==> src/rtl/rx_daf_pkg.sv <==
package rx_daf_pkg;
  localparam int ADDR_W  = 48;
  localparam int RULES_N = 4;

  // Positions of the rule flags in dec_cause
  localparam int C_ST0   = 0;
  localparam int C_ST1   = 1;
  localparam int C_BCAST = 2;
  localparam int C_TABLE = 3;

  // Positions of the control bits
  localparam int K_ST0   = 0;
  localparam int K_ST1   = 1;
  localparam int K_INDIV = 2;
  localparam int K_BCAST = 3;

  typedef logic [ADDR_W-1:0]  mac_t;
  typedef logic [RULES_N-1:0] cause_t;
endpackage

==> src/rtl/rx_daf_exact.sv <==
module rx_daf_exact
  import rx_daf_pkg::*;
(
  input  mac_t dest,
  input  mac_t ref_addr,
  input  logic enable,
  output logic hit
);
  always_comb begin
    hit = enable && (dest == ref_addr);
  end
endmodule

==> src/rtl/rx_daf_hash.sv <==
module rx_daf_hash
  import rx_daf_pkg::*;
#(
  parameter int HASH_W = 6,
  localparam int TBL_W = 1 << HASH_W
)(
  input  mac_t             dest,
  input  logic [TBL_W-1:0] table_bits,
  input  logic             indiv_ok,
  output logic [HASH_W-1:0] index,
  output logic             hit
);
  logic [HASH_W-1:0] fold;
  logic              applies;

  // Each index bit is the parity of the address bits at the same position mod HASH_W
  always_comb begin
    fold = '0;
    for (int p = 0; p < ADDR_W; p++) begin
      fold[p % HASH_W] = fold[p % HASH_W] ^ dest[p];
    end
  end

  always_comb begin
    index   = fold;
    applies = dest[0] || indiv_ok;
    hit     = applies && table_bits[fold];
  end
endmodule

==> src/rtl/rx_da_filter.sv <==
module rx_da_filter
  import rx_daf_pkg::*;
#(
  parameter int LEN_W   = 16,
  parameter int MIN_LEN = 12,
  parameter int HASH_W  = 6,
  localparam int TBL_W  = 1 << HASH_W,
  localparam int HALF_W = TBL_W / 2
)(
  input  logic              clk,
  input  logic              rst_n,
  input  logic              in_valid,
  input  logic [47:0]       in_dest,
  input  logic [LEN_W-1:0]  in_len,
  input  logic [3:0]        flt_ctrl,
  input  logic [31:0]       st0_lo,
  input  logic [15:0]       st0_hi,
  input  logic [31:0]       st1_lo,
  input  logic [15:0]       st1_hi,
  input  logic [HALF_W-1:0] grp_tbl_lo,
  input  logic [HALF_W-1:0] grp_tbl_hi,
  output logic              dec_valid,
  output logic              dec_accept,
  output logic [3:0]        dec_cause
);
  localparam int EXACT_N = 3;

  mac_t                      exact_ref [EXACT_N];
  logic [EXACT_N-1:0]        exact_en;
  logic [EXACT_N-1:0]        exact_hit;
  logic [HASH_W-1:0]         tbl_index;
  logic                      tbl_hit;
  logic                      len_ok;
  cause_t                    hits;

  cause_t cause_d, cause_q;
  logic   accept_d, accept_q;
  logic   valid_d, valid_q;

  always_comb begin
    exact_ref[0] = {st0_hi, st0_lo};
    exact_ref[1] = {st1_hi, st1_lo};
    exact_ref[2] = '1;
    exact_en[0]  = flt_ctrl[K_ST0];
    exact_en[1]  = flt_ctrl[K_ST1];
    exact_en[2]  = flt_ctrl[K_BCAST];
  end

  for (genvar g = 0; g < EXACT_N; g++) begin : g_exact
    rx_daf_exact u_exact (
      .dest     (in_dest),
      .ref_addr (exact_ref[g]),
      .enable   (exact_en[g]),
      .hit      (exact_hit[g])
    );
  end

  rx_daf_hash #(.HASH_W(HASH_W)) u_hash (
    .dest       (in_dest),
    .table_bits ({grp_tbl_hi, grp_tbl_lo}),
    .indiv_ok   (flt_ctrl[K_INDIV]),
    .index      (tbl_index),
    .hit        (tbl_hit)
  );

  always_comb begin
    len_ok         = (in_len >= LEN_W'(MIN_LEN));
    hits           = '0;
    hits[C_ST0]    = exact_hit[0];
    hits[C_ST1]    = exact_hit[1];
    hits[C_BCAST]  = exact_hit[2];
    hits[C_TABLE]  = tbl_hit;
  end

  // Next state: decision registers are enabled by the strobe only
  always_comb begin
    valid_d  = in_valid;
    cause_d  = cause_q;
    accept_d = accept_q;
    if (in_valid) begin
      cause_d  = len_ok ? hits : '0;
      accept_d = len_ok && (hits != '0);
    end
  end

  always_ff @(posedge clk or negedge rst_n) begin
    if (!rst_n) begin
      valid_q  <= 1'b0;
      cause_q  <= '0;
      accept_q <= 1'b0;
    end else begin
      valid_q  <= valid_d;
      cause_q  <= cause_d;
      accept_q <= accept_d;
    end
  end

  assign dec_valid  = valid_q;
  assign dec_accept = accept_q;
  assign dec_cause  = cause_q;
endmodule

==> config.mk <==
export PLATFORM = sky130hd
export DESIGN_NAME = rx_da_filter
export DESIGN_NICKNAME = d
export VERILOG_FILES = /design/src/rtl/rx_daf_pkg.sv /design/src/rtl/rx_daf_exact.sv /design/src/rtl/rx_daf_hash.sv /design/src/rtl/rx_da_filter.sv
export SDC_FILE = /design/constraint.sdc
export NUM_CORES = 1
export LEC_CHECK = 0
export BUFFER_PORTS_ARGS = -buffer_cell sky130_fd_sc_hd__buf_2
export CAP_MARGIN = 20
export CORE_MARGIN = 4
export CORE_UTILIZATION = 40
export DETAILED_ROUTE_END_ITERATION = 12
export PLACE_DENSITY_LB_ADDON = 0.2
export SYNTH_ARGS = -nofsm -noshare
export SYNTH_HDL_FRONTEND = slang
export SYNTH_HIERARCHICAL = 1
export SYNTH_SLANG_ARGS = --single-unit
==> constraint.sdc <==
create_clock -name clk -period 1.55 [get_ports clk]
set_input_delay 0.0775 -clock clk [delete_from_list [all_inputs] [get_ports clk]]
set_output_delay 0.0775 -clock clk [all_outputs]
set_load 0.01 [all_outputs]
==> qor.csv <==
stage;metric;value;unit
status;outcome;complete, but fails checks;
status;violations;setup timing;
grt;grt_pass1_vias;4027;
clock_tree;cts_max_level;1;
grt;grt_max_degree;13;
yosys;synth.cell_area;2920;um^2
drt;drc;0;
sta;setup_tns;-1400;ps
floorplanning;dieArea;8740;um^2
final_layout;syn_to_final_growth;85.6;%
place;port_buffers;234;
place;gp_congestion;0.906;
grt;globalRouteTotalUtil;0.253;
critical_path;cp_max_fo;3;
yosys;ys_warn_count;6;
drt;first_pass_iters;4;
final_layout;antenna_cells;0;
critical_path;critPathRequiredTime;1640;ps
power;vdd_ir_drop_max;0.000310;V
clock_tree;cts_tree;yes;
place;place_ws;-1170;ps
critical_path;crit_type;input pin to flip-flop;
sta;fin_crit_sh;1.47;
sta;hold_viol_final;0;
place;dp_cells;772;
power;powerDensity;616;nW/um^2
power;power_leakage;2.77;nW
sta;layout_setup_ws;-733;ps
floorplanning;core;6940;um^2
sta;maxSlewViolCount;0;
yosys;synth_ff_type;dfrtp_1;
critical_path;arrival;2380;ps
drt;maxUsedRoutingLayer;met5;
sta;finClkSkew;0;ps
grt;antenna_found_initial;1;
final_layout;num-nets-final;926;
clock_tree;clk_pin_slew_worst_paths;40;ps
floorplanning;die_w;93.5;um
sta;relSlewSlack;0.638;
floorplanning;initial_core_util;0.421;
critical_path;cp-end-kind;flip-flop;
drt;wirelength;12200;um
final_layout;drive_above_1_share;0.521;
worst_hold_path;holdCritPathClass;input pin to flip-flop;
yosys;ys_seq_elements;6;
drt;dr.first_iter.drc_count;45;
critical_path;start_kind;input pin;
drt;ant_nets;0;
clock_tree;clkLatencyLatePin;220;ps
clock_tree;root_buffer;clkbuf_8;
sta;setup_viol;3;
critical_path;reg2reg_depth;2;
yosys;synth-edff-count;0;
drt;wire_per_inst;15.5;um
grt;grt_pass1_wl;17700;um
critical_path;timing.rr.start;dec_accept;
sta;whs;86.1;ps
clock_tree;numCtsBuffers;3;
sta;rsz0062_at_grt;true;
floorplanning;num_rows;30;
drt;met1_length;4080;um
clock_tree;cts_buffer_depth;2;
yosys;synthDistinctLibCells;39;
clock_tree;cts.sinks;6;
place;dpl.hpwl;10600;um
drt;drt-vias-per-instance;4.78;
yosys;seq_area_frac_synth;0.0514;
drt;vias;3773;
floorplanning;die_h;93.5;um
critical_path;critical_path.endpoint;dec_accept;
grt;overflow;0;
yosys;synthArstFlopShare;1.00;
job;maxCapViolCount;0;
sta;timing.fmax;0.438;GHz
critical_path;critPathLaunch;in_dest[13];
critical_path;rrSetupSlack;840;ps
final_layout;layout.cells.non_filler;789;
drt;wl_met3;1090;um
yosys;synth_cells;332;
sta;period_minus_slack;2280;ps
floorplanning;io_pins;237;
critical_path;rr_endpoint;dec_accept;
yosys;avgSynthCellArea;8.80;um^2
sta;worstMarginPinSlew;540;ps
drt;wl_met2;6630;um
## cell families after synthesis
| kind of cell | count (synthesis) | share of synthesized area |
|---|---|---|
| xor+xnor | 186 | 0.569 |
| simple gates | 82 | 0.169 |
| mux | 35 | 0.150 |
| compound gates | 15 | 0.0428 |
| buf+inv | 7 | 0.0163 |
| flops | 6 | 0.0514 |
| other cells | 1 | 0.00128 |
## Yosys cell counts, types with 2 or more instances
cell,number,area (um^2)
a2111oi_0,2,17.5
a211oi_1,3,22.5
a21oi_1,2,10.0
and2b_1,2,15.0
buf_2,3,15.0
buf_6,2,22.5
dfrtp_1,6,150
mux2_2,2,22.5
mux2i_1,27,270
mux4_1,3,78.8
mux4_2,3,67.6
nand2_1,7,26.3
nand3_1,10,50.1
nand4_1,7,43.8
nor2_1,8,30.0
nor3_1,3,15.0
nor4_1,36,225
nor4_2,3,37.5
xnor2_1,38,333
xnor2_2,2,32.5
xor2_1,145,1270
## timing repair
action,4_1_cts,5_1_grt
endpoints found under the hold margin,6,0
gates resized for setup,19,35
pin swaps,9,19
endpoints found under the setup margin,4,4
hold buffers,1,0
setup buffers,3,11
gates cloned,1,0
## worst min path at each step
stage          slack [ps]          to  depth (start not counted)  startpoint
3_3_place_gp         -100   dec_valid                          1       rst_n
6_report               90   dec_valid                          1    in_valid
4_1_cts                80   dec_valid                          1    in_valid
3_5_place_dp         -100   dec_valid                          1       rst_n
2_1_floorplan        -220  dec_accept                          0       rst_n
5_1_grt                90   dec_valid                          1    in_valid
## through the flow
step	total power [mW]	util	area [um^2]
2_1_floorplan	1.71	-	3190
3_3_place_gp	2.67	0.716	4970
3_5_place_dp	2.74	0.716	4970
4_1_cts	3.14	0.747	5180
5_1_grt	3.57	0.781	5430
6_report	3.34	0.781	5430
## layer usage
layer  GRT usage  up-vias
met5           0        -
met4      0.0891        2
met3      0.0491       34
met2       0.516      184
met1       0.246     1695
li1            -     1858
## state kept, by name (all words and copies together), names as in the netlist
name        cells
dec_cause       4
dec_accept      1
dec_valid       1
## where the power goes
| group | internal, mW | leakage, nW | switching [mW] | total, mW |
|---|---|---|---|---|
| sequential | 0.186 | 0.0773 | 0.0225 | 0.208 |
| combinational | 1.60 | 2.67 | 1.30 | 2.90 |
| clock | 0.167 | 0.0216 | 0.0678 | 0.235 |
## area by class of cell
| class | count | area, um^2 |
|---|---|---|
| timing repair buffer | 315 | 1880 |
| clock buffer | 3 | 41.3 |
| tap | 96 | 120 |
| inverter | 2 | 10.0 |
| multi-input combinational | 367 | 3220 |
| fill | 490 | 1520 |
| sequential | 6 | 150 |
## worst max-delay path, cell delays in order
cell and delay (ps):
buf_2 140, xnor2_4 160, xnor2_4 280, xnor2_4 170, buf_4 160, mux4_2 500, nand3_2 90, a21o_1 90
o311ai_1 100, o311a_1 340, nor4_2 170, a211oi_2 100
## placed cells by master, fill, tap and decap left out, drive strengths merged, types with 2 or more instances in the layout
| cell type | n |
|---|---|
| xnor2 | 42 |
| mux2 | 2 |
| dfrtp | 6 |
| a21oi | 2 |
| a211oi | 4 |
| nor4 | 39 |
| inv | 2 |
| mux4 | 6 |
| a2111oi | 2 |
| xor2 | 145 |
| buf | 314 |
| nor2 | 8 |
| nand2 | 7 |
| mux2i | 27 |
| clkbuf | 3 |
| nand4 | 7 |
| nor3 | 3 |
| nand3 | 10 |
| conb | 48 |
| and2b | 2 |
No activity file was read; power rests on OpenSTA's default activity.
